`config.mk`:
```
export PLATFORM = sky130hd
export DESIGN_NAME = link_addr_xlate
export DESIGN_NICKNAME = d
export VERILOG_FILES = /design/src/rtl/xlate_pkg.sv /design/src/rtl/xlate_regs.sv /design/src/rtl/ob_map.sv /design/src/rtl/ib_map.sv /design/src/rtl/xlate_stage.sv /design/src/rtl/link_addr_xlate.sv
export SDC_FILE = /design/constraint.sdc
export NUM_CORES = 1
export LEC_CHECK = 0
export BUFFER_PORTS_ARGS = -buffer_cell sky130_fd_sc_hd__buf_2
export CAP_MARGIN = 20
export CORE_UTILIZATION = 45
export CTS_BUF_LIST = sky130_fd_sc_hd__clkbuf_4 sky130_fd_sc_hd__clkbuf_8
export DETAILED_ROUTE_END_ITERATION = 12
export GPL_TIMING_DRIVEN = 0
export PLACE_DENSITY = 0.7
export SYNTH_ARGS = -nofsm -noshare
export SYNTH_HDL_FRONTEND = slang
export SYNTH_SLANG_ARGS = --single-unit
```
`constraint.sdc`:
```
create_clock -name clk -period 18.9 [get_ports clk]
set_input_delay 2.835 -clock clk [delete_from_list [all_inputs] [get_ports clk]]
set_output_delay 2.835 -clock clk [all_outputs]
set_load 0.02 [all_outputs]
```
`src/rtl/xlate_pkg.sv`:
```
package xlate_pkg;

    typedef enum logic {
        ST_EMPTY = 1'b0,
        ST_FULL  = 1'b1
    } stage_state_e;

endpackage

```
`src/rtl/xlate_regs.sv`:
```
module xlate_regs #(
    parameter int ADDR_W  = 32,
    parameter int NUM_REG = 4,
    parameter int SEL_W   = 4
) (
    input  logic                             clk,
    input  logic                             rst_n,
    input  logic                             we_i,
    input  logic [SEL_W-1:0]                 sel_i,
    input  logic [ADDR_W-1:0]                wdata_i,
    output logic [ADDR_W-1:0]                tx_base_o,
    output logic [NUM_REG-1:0][ADDR_W-1:0]   size_o,
    output logic [NUM_REG-1:0][ADDR_W-1:0]   off_o
);

    localparam int SIZE_SEL0 = 1;
    localparam int OFF_SEL0  = 1 + NUM_REG;

    logic [ADDR_W-1:0] base_q;

    always_ff @(posedge clk or negedge rst_n) begin
        if (!rst_n) begin
            base_q <= '0;
        end else if (we_i && (sel_i == SEL_W'(0))) begin
            base_q <= wdata_i;
        end
    end

    assign tx_base_o = base_q;

    for (genvar k = 0; k < NUM_REG; k++) begin : g_win
        logic [ADDR_W-1:0] sz_q;
        logic [ADDR_W-1:0] of_q;

        always_ff @(posedge clk or negedge rst_n) begin
            if (!rst_n) begin
                sz_q <= '0;
                of_q <= '0;
            end else if (we_i) begin
                if (sel_i == SEL_W'(SIZE_SEL0 + k)) sz_q <= wdata_i;
                if (sel_i == SEL_W'(OFF_SEL0 + k))  of_q <= wdata_i;
            end
        end

        assign size_o[k] = sz_q;
        assign off_o[k]  = of_q;
    end

endmodule

```
`src/rtl/ob_map.sv`:
```
module ob_map #(
    parameter int ADDR_W = 32,
    parameter int KEEP_W = 26
) (
    input  logic [ADDR_W-1:0] addr_i,
    input  logic [ADDR_W-1:0] base_i,
    output logic [ADDR_W-1:0] addr_o
);

    logic [ADDR_W-1:0] kept;

    if (KEEP_W < ADDR_W) begin : g_cut
        assign kept = {{(ADDR_W-KEEP_W){1'b0}}, addr_i[KEEP_W-1:0]};
    end else begin : g_full
        assign kept = addr_i;
    end

    assign addr_o = kept - base_i;

endmodule

```
`src/rtl/ib_map.sv`:
```
module ib_map #(
    parameter int ADDR_W  = 32,
    parameter int NUM_REG = 4
) (
    input  logic [ADDR_W-1:0]               addr_i,
    input  logic [NUM_REG-1:0][ADDR_W-1:0]  size_i,
    input  logic [NUM_REG-1:0][ADDR_W-1:0]  off_i,
    output logic [ADDR_W-1:0]               addr_o,
    output logic                            err_o
);

    logic [NUM_REG-1:0] hit;
    logic [ADDR_W-1:0]  run;

    // running limit: window k ends at size_1 + ... + size_k
    always_comb begin
        run = '0;
        hit = '0;
        for (int k = 0; k < NUM_REG; k++) begin
            run    = run + size_i[k];
            hit[k] = (size_i[k] != '0) && (addr_i < run);
        end
    end

    // lowest numbered hit wins: scan from the top so it is written last
    always_comb begin
        err_o  = 1'b1;
        addr_o = '0;
        for (int k = NUM_REG - 1; k >= 0; k--) begin
            if (hit[k]) begin
                err_o  = 1'b0;
                addr_o = addr_i + off_i[k];
            end
        end
    end

endmodule

```
`src/rtl/xlate_stage.sv`:
```
module xlate_stage
    import xlate_pkg::*;
#(
    parameter int DATA_W = 32
) (
    input  logic              clk,
    input  logic              rst_n,
    input  logic              in_valid,
    output logic              in_ready,
    input  logic [DATA_W-1:0] in_data,
    output logic              out_valid,
    input  logic              out_ready,
    output logic [DATA_W-1:0] out_data
);

    stage_state_e state_q, state_d;
    logic [DATA_W-1:0] data_q;
    logic accept;

    assign in_ready  = (state_q == ST_EMPTY) || out_ready;
    assign accept    = in_valid && in_ready;
    assign out_valid = (state_q == ST_FULL);
    assign out_data  = data_q;

    always_comb begin
        state_d = state_q;
        unique case (state_q)
            ST_EMPTY: if (in_valid) state_d = ST_FULL;                  // LOAD
            ST_FULL:  if (out_ready && !in_valid) state_d = ST_EMPTY;   // DRAIN; else REFILL or STALL
            default:  state_d = ST_EMPTY;
        endcase
    end

    always_ff @(posedge clk or negedge rst_n) begin
        if (!rst_n) state_q <= ST_EMPTY;
        else        state_q <= state_d;
    end

    always_ff @(posedge clk or negedge rst_n) begin
        if (!rst_n)      data_q <= '0;
        else if (accept) data_q <= in_data;
    end

    AST_RESULT_AFTER_ACCEPT: assert property (@(posedge clk) disable iff (!rst_n)
        (in_valid && in_ready) |=> out_valid);
    AST_HOLD_STABLE: assert property (@(posedge clk) disable iff (!rst_n)
        (out_valid && !out_ready) |=> (out_valid && $stable(out_data)));
    AST_NO_ACCEPT_WHEN_BLOCKED: assert property (@(posedge clk) disable iff (!rst_n)
        (out_valid && !out_ready) |-> !in_ready);
    AST_DRAIN_EMPTIES: assert property (@(posedge clk) disable iff (!rst_n)
        (out_valid && out_ready && !in_valid) |=> !out_valid);

endmodule

```
`src/rtl/link_addr_xlate.sv`:
```
module link_addr_xlate
    import xlate_pkg::*;
#(
    parameter int ADDR_W  = 32,
    parameter int KEEP_W  = 26,
    parameter int NUM_REG = 4,
    localparam int SEL_W  = $clog2(2 * NUM_REG + 1)
) (
    input  logic              clk,
    input  logic              rst_n,
    input  logic              cfg_we,
    input  logic [SEL_W-1:0]  cfg_sel,
    input  logic [ADDR_W-1:0] cfg_wdata,
    input  logic              ob_in_valid,
    output logic              ob_in_ready,
    input  logic [ADDR_W-1:0] ob_in_addr,
    output logic              ob_out_valid,
    input  logic              ob_out_ready,
    output logic [ADDR_W-1:0] ob_out_addr,
    input  logic              ib_in_valid,
    output logic              ib_in_ready,
    input  logic [ADDR_W-1:0] ib_in_addr,
    output logic              ib_out_valid,
    input  logic              ib_out_ready,
    output logic [ADDR_W-1:0] ib_out_addr,
    output logic              ib_out_err
);

    logic [ADDR_W-1:0]              tx_base;
    logic [NUM_REG-1:0][ADDR_W-1:0] win_size;
    logic [NUM_REG-1:0][ADDR_W-1:0] win_off;
    logic [ADDR_W-1:0]              ob_xlat;
    logic [ADDR_W-1:0]              ib_xlat;
    logic                           ib_miss;
    logic [ADDR_W:0]                ib_res;

    xlate_regs #(.ADDR_W(ADDR_W), .NUM_REG(NUM_REG), .SEL_W(SEL_W)) i_regs (
        .clk       (clk),
        .rst_n     (rst_n),
        .we_i      (cfg_we),
        .sel_i     (cfg_sel),
        .wdata_i   (cfg_wdata),
        .tx_base_o (tx_base),
        .size_o    (win_size),
        .off_o     (win_off)
    );

    ob_map #(.ADDR_W(ADDR_W), .KEEP_W(KEEP_W)) i_ob_map (
        .addr_i (ob_in_addr),
        .base_i (tx_base),
        .addr_o (ob_xlat)
    );

    ib_map #(.ADDR_W(ADDR_W), .NUM_REG(NUM_REG)) i_ib_map (
        .addr_i (ib_in_addr),
        .size_i (win_size),
        .off_i  (win_off),
        .addr_o (ib_xlat),
        .err_o  (ib_miss)
    );

    xlate_stage #(.DATA_W(ADDR_W)) i_ob_stage (
        .clk       (clk),
        .rst_n     (rst_n),
        .in_valid  (ob_in_valid),
        .in_ready  (ob_in_ready),
        .in_data   (ob_xlat),
        .out_valid (ob_out_valid),
        .out_ready (ob_out_ready),
        .out_data  (ob_out_addr)
    );

    xlate_stage #(.DATA_W(ADDR_W + 1)) i_ib_stage (
        .clk       (clk),
        .rst_n     (rst_n),
        .in_valid  (ib_in_valid),
        .in_ready  (ib_in_ready),
        .in_data   ({ib_miss, ib_xlat}),
        .out_valid (ib_out_valid),
        .out_ready (ib_out_ready),
        .out_data  (ib_res)
    );

    assign ib_out_err  = ib_res[ADDR_W];
    assign ib_out_addr = ib_res[ADDR_W-1:0];

    AST_MISS_GIVES_ZERO: assert property (@(posedge clk) disable iff (!rst_n)
        (ib_out_valid && ib_out_err) |-> (ib_out_addr == '0));
    AST_OB_IDLE_READY: assert property (@(posedge clk) disable iff (!rst_n)
        !ob_out_valid |-> ob_in_ready);
    AST_IB_IDLE_READY: assert property (@(posedge clk) disable iff (!rst_n)
        !ib_out_valid |-> ib_in_ready);

endmodule

```
==> flow_summary_export.csv, run 1 <==
group,metric,value,unit
sta,drv_slew,0,
sta,holdWs,0.469,ns
hold_path,hp-class,"flip-flop to flip-flop",
yosys,syn_area,0.0294,mm^2
sta,rsz0062_at_grt,"no",
route,dr.pass1.iters,5,
worst_setup_path,r2r_cells,37,
die,die_y,258,um
yosys,yosysTopAreaCell,"dfrtp_1",
route,first_iter_violations,2101,
yosys,synth_area_leaders,"dfrtp_1 30%, ha_1 16%, mux2_2 11%",
clock_tree,cts_buffers,71,
clock_tree,clk_path_buf_depth,3,
clock_tree,cts_resized,0,
sta,tns,0,ns
sta,min_period_over_period,54.6,%
yosys,synth_edf_count,0,
yosys,yosysWarnings,0,
outcome,status,"complete, no violations",
die,core,0.0645,mm^2
die,io_pins,176,
global_route,grt_first_pass_wirelength,137000,um
layout,finish.net_count,3872,
place,routabilityCongestion,0.984,
worst_setup_path,critPathMaxStageDelay,0.49,ns
global_route,overflow,0,
power_and_ir_drop,peakVddDrop,0.000297,V
worst_setup_path,crit_path_frequent_cell,"ha_1",
worst_setup_path,cp.required,19.44,ns
yosys,synth_area_per_cell,9.38,um^2
hold_path,min-delay-start,"i_ob_stage.out_data[23]",
route,detail-route-antenna-nets,0,
yosys,synth_top_area_share,30.2,%
layout,drive_above_1_share,18.2,%
die,die_w,258,um
layout,final_util,51.1,%
clock_tree,post_cts_buffers,0,
sta,slew_headroom,23.6,%
layout,area_growth,12.0,%
place,dp_hpwl,71000,um
yosys,synth_fp_nets,3625,
clock_tree,clk_latency,0.66,ns
yosys,synth_seq_area_share,30.2,%
clock_tree,root_buffer,"clkbuf_8",
global_route,antenna_found_initial,3,
sta,fmax,0.0970,GHz
power_and_ir_drop,p_per_area,210,mW/mm^2
global_route,grt_max_degree,110,
place,post_dp_cell_area,0.0315,mm^2
sta,hold_viol_final,0,
clock_tree,htreeDepth,3,
die,row_count,93,
worst_setup_path,rr_endpoint,"i_ib_stage.out_data[23]",
yosys,synth_commonest_cells,"375 x ha_1, 355 x dfrtp_1, 287 x mux2_2",
run,maxCapViolations,0,
place,port_buffers,166,
worst_setup_path,criticalPathCategory,"flip-flop to flip-flop",
route,viasPerCell,5.87,
global_route,grt_pass1_vias,24900,
clock_tree,clk_pin_slew,0.06,ns
power_and_ir_drop,p_leak,15.6,nW
yosys,synth_ff_type,"dfrtp_1",
worst_setup_path,worst_setup_path_end_kind,"flip-flop",
die,die_area,0.0664,mm^2
yosys,post-synth-top-count-cell,"ha_1",
worst_setup_path,crit_arrival,10.86,ns
clock_tree,hold_buffers,0,
route,routedWlPerCell,20.6,um
sta,fin_skew,0.0421,ns
route,drc_errors,0,
global_route,grt_use_total,26.4,%
hold_path,min_to,"i_ob_stage.out_data[23]",
layout,design_area,0.0329,mm^2
clock_tree,cts_tree,"built",
worst_setup_path,r2r_slack,8.59,ns
yosys,netlist_instances,3135,
worst_setup_path,slowest_stage,"dfrtp_1",
route,totalWireLength,88100,um
sta,period_needed,10.31,ns
route,vias,25200,
worst_setup_path,crit_fanout,10,
yosys,async_reset_ff_share,100,%
worst_setup_path,r2r-start,"i_regs.g_win[0].sz_q[0]",
clock_tree,cts.sinks,355,
sta,tightest_slew,1.14,ns
yosys,synth_seq_cells,355,
sta,setup_violations,0,
worst_setup_path,cp-start-kind,"flip-flop",
hold_path,whs_path_depth,2,
yosys,synth_cell_types,86,
die,initial_core_util,45.6,%
[cells by family (layout without fill, tap and decap cells)]
group / after synthesis / in the layout / synth area share [%]
compound gates: 902 / 902 / 20.0
xor+xnor: 213 / 213 / 6.41
fa+ha+maj: 383 / 383 / 16.5
buf+inv: 249 / 546 / 3.28
flops: 355 / 355 / 30.2
mux: 295 / 295 / 11.3
other cells: 0 / 2 / 0
simple gates: 738 / 738 / 12.3
[routing by layer]
layer / wire length (um) / vias to the layer above / GRT usage [%]
li1: - / 12200 / -
met1: 39000 / 12100 / 34.4
met2: 41000 / 755 / 44.4
met3: 4550 / 165 / 3.23
met4: 3600 / 0 / 10.5
met5: 0 / - / 0
[cell usage in the layout (no fill, tap or decap), types with 102 or more instances in the layout]
cell	count
ha_1	375
dfrtp_1	355
mux2_2	287
a21oi_1	245
nand2_1	213
o21ai_0	177
buf_2	169
inv_1	161
nor2_1	161
a21o_1	136
xnor2_1	109
xor2_1	102
[flip-flops by register name, indices dropped and copies added (netlist names)]
register	flops
i_ib_stage.out_data	33
i_ob_stage.out_valid	1
i_regs.g_win.of_q	128
i_regs.tx_base_o	32
i_ib_stage.out_valid	1
i_ob_stage.out_data	32
i_regs.g_win.sz_q	128
[critical path: cells and delay by family, from the launching register on]
kind	cells	cell delay, ns
compound gates	19	4.96
fa+ha+maj	5	1.79
simple gates	7	1.56
xor+xnor	4	0.78
buf+inv	2	0.58
flops	1	0.49
[final cells by class]
type                    instances  area [um^2]
fillers                      6054        31500
multi-input cells            2531        19600
flip-flops and latches        355         8880
clock buffers                 105         1320
well taps                     855         1070
repair buffers                174          963
inverters                     161          604
plain buffers                  88          359
clock inverters                18          154
diodes                          2         5.00
[where the power goes]
group,leakage (nW),internal (mW),switching [mW]
registers,4.33,0.965,0.160
logic,10.5,2.01,2.95
clock network,0.780,0.474,0.363
total,15.6,3.45,3.47
[stage by stage]
stage	cells	setup slack [ns]	total power, mW
2_1_floorplan	3135	10.83	4.73
3_3_place_gp	4156	7.88	5.92
3_5_place_dp	4164	8.78	6.03
4_1_cts	4287	8.73	6.91
5_1_grt	4289	8.17	7.60
6_report	4289	8.59	6.92
[worst max-delay path by stage]
stage	from	end	depth (start not counted)
global placement	i_regs.g_win[0].sz_q[0]	i_ib_stage.out_data[13]	36
detailed placement	i_regs.g_win[0].sz_q[0]	i_ib_stage.out_data[23]	37
finish	i_regs.g_win[0].sz_q[0]	i_ib_stage.out_data[23]	37
floorplan	i_regs.g_win[0].sz_q[0]	i_ib_stage.out_data[23]	41
CTS	i_regs.g_win[0].sz_q[0]	i_ib_stage.out_data[23]	37
global route	i_regs.g_win[0].sz_q[0]	i_ib_stage.out_data[23]	37
(Power assumes the default switching activity.)
==> inputs of run 2 (changes only) <==
Settings changed: PLACE_DENSITY 0.7 to 0.72.
Clock period 18.9 ns to 9.35 ns, I/O delays scaled along.
==> run 2 against run 1 <==
Against the previous run:
- cell count hardly changed
- non-clock buffer count rose by 6
- global-route usage decreased by 0.18 points
- die area did not move
- flip-flop and latch count is the same
- clock skew is 0.0017 ns higher
- maximum frequency increased by 14%
- via count rose by 0.17%
- critical path depth did not move
- register-to-register slack worse by 8.3 ns
==> flow_summary_export.csv, run 2 (same netlist as run 1, synthesis figures left out) <==
group,metric,value,unit
outcome,status,"complete, no violations",
clock_tree,cts.sinks,355,
layout,drive_above_1_share,19.2,%
route,drc_errors,0,
worst_setup_path,crit_fanout,10,
worst_setup_path,rr_endpoint,"i_ib_stage.out_data[23]",
clock_tree,clk_path_buf_depth,3,
sta,drv_slew,0,
die,die_w,258,um
global_route,antenna_found_initial,1,
global_route,overflow,0,
die,die_y,258,um
clock_tree,cts_buffers,68,
die,die_area,0.0664,mm^2
sta,hold_viol_final,0,
route,dr.pass1.iters,6,
layout,fill_cells,6051,
hold_path,whs_path_depth,2,
route,totalWireLength,87700,um
place,port_buffers,166,
sta,slew_headroom,16.0,%
place,post_dp_cell_area,0.0314,mm^2
worst_setup_path,r2r_slack,0.28,ns
route,routedWlPerCell,20.4,um
layout,final_cell_mix,"374 x ha_1, 354 x dfrtp_1, 287 x mux2_2, 240 x a21oi_1, 213 x nand2_1",
sta,fmax,0.110,GHz
layout,design_area,0.0332,mm^2
clock_tree,root_buffer,"clkbuf_8",
clock_tree,clk_pin_slew,0.07,ns
place,routabilityCongestion,0.969,
route,vias,25200,
worst_setup_path,cp-start-kind,"flip-flop",
worst_setup_path,crit_path_frequent_cell,"ha_1",
hold_path,hp-class,"flip-flop to flip-flop",
worst_setup_path,r2r-start,"i_regs.g_win[0].sz_q[0]",
clock_tree,htreeDepth,3,
sta,rsz0062_at_grt,"yes",
clock_tree,clk_latency,0.67,ns
global_route,grt_max_degree,112,
global_route,grt_first_pass_wirelength,136000,um
place,dp_hpwl,70400,um
hold_path,min-delay-start,"i_ob_stage.out_data[22]",
worst_setup_path,criticalPathCategory,"flip-flop to flip-flop",
worst_setup_path,slowest_stage,"a2111o_1",
layout,area_growth,12.9,%
global_route,grt_use_total,26.2,%
die,io_pins,176,
route,first_iter_violations,1990,
die,row_count,93,
sta,setup_violations,0,
worst_setup_path,worst_setup_path_end_kind,"flip-flop",
layout,layout_commonest_cell,"ha_1",
layout,finish.net_count,3875,
worst_setup_path,r2r_cells,37,
worst_setup_path,crit_arrival,9.62,ns
worst_setup_path,crit_start,"i_regs.g_win[0].sz_q[0]",
worst_setup_path,cp.required,9.90,ns
sta,fin_skew,0.0438,ns
route,viasPerCell,5.87,
global_route,grt_pass1_vias,24900,
sta,tightest_slew,1.25,ns
route,detail-route-antenna-nets,0,
run,maxCapViolations,0,
worst_setup_path,crit_end,"i_ib_stage.out_data[23]",
sta,min_period_over_period,97.0,%
die,initial_core_util,45.6,%
sta,period_needed,9.07,ns
die,core,0.0645,mm^2
worst_setup_path,critPathMaxStageDelay,0.43,ns
clock_tree,cts_tree,"built",
## run 2: what timing repair did
item                       CTS  global route
gates resized for setup     14            30
setup endpoints to repair   31            31
hold buffers                 0             0
setup buffers                1             7
pin swaps                    2            11
## run 2: critical path: cells and delay by family, from the launching register on
| family | cells | cell delay, ns |
|---|---|---|
| AO/OA/AOI/OAI | 19 | 3.97 |
| XOR/XNOR | 4 | 0.84 |
| adder cells (fa/ha/maj) | 5 | 1.60 |
| buffers and inverters | 2 | 0.40 |
| flip-flops | 1 | 0.42 |
| AND/OR/NAND/NOR | 7 | 1.67 |
## run 2: how the worst min path moves through the flow
stage                               to  slack, ns
6_report       i_ob_stage.out_data[22]       0.47
5_1_grt        i_ob_stage.out_data[25]       0.50
4_1_cts        i_ob_stage.out_data[22]       0.48
3_5_place_dp   i_ob_stage.out_data[22]       0.46
3_3_place_gp   i_ob_stage.out_data[24]       0.46
2_1_floorplan     i_regs.tx_base_o[10]       0.48
## run 2: final cells by class
| type | count | area, um^2 | share of cell area, % |
|---|---|---|---|
| Clock inverter | 13 | 153 | 0.460 |
| Multi-Input combinational cell | 2531 | 19800 | 59.5 |
| Timing Repair Buffer | 181 | 1010 | 3.03 |
| Inverter | 161 | 604 | 1.82 |
| Tap cell | 855 | 1070 | 3.22 |
| Buffer | 87 | 359 | 1.08 |
| Sequential cell | 355 | 8880 | 26.8 |
| Clock buffer | 108 | 1360 | 4.08 |
| Antenna cell | 2 | 5.00 | 0.0151 |
## run 2: layer usage
layer	up-vias	GRT usage, %	share of wire (%)
met2	796	44.1	47
met1	12100	34.0	44
met3	174	3.50	5.8
li1	12100	-	-
met4	0	10.2	3.9
met5	-	0	0
## run 2: per-stage QoR
step,TNS [ns],hold WS [ns],instances,utilization (%),setup slack [ns]
2_1_floorplan,0,0.479,3135,-,1.28
3_3_place_gp,-44.19,0.457,4156,48.6,-1.67
3_5_place_dp,-11.98,0.464,4163,48.8,-0.691
4_1_cts,0,0.476,4285,51.2,0.0160
5_1_grt,-0.246,0.496,4292,51.5,-0.0925
6_report,0,0.469,4293,51.5,0.285
Power of run 2 is not shown: default switching activity piles up to over one toggle a cycle in this logic, so the estimate is an artifact.
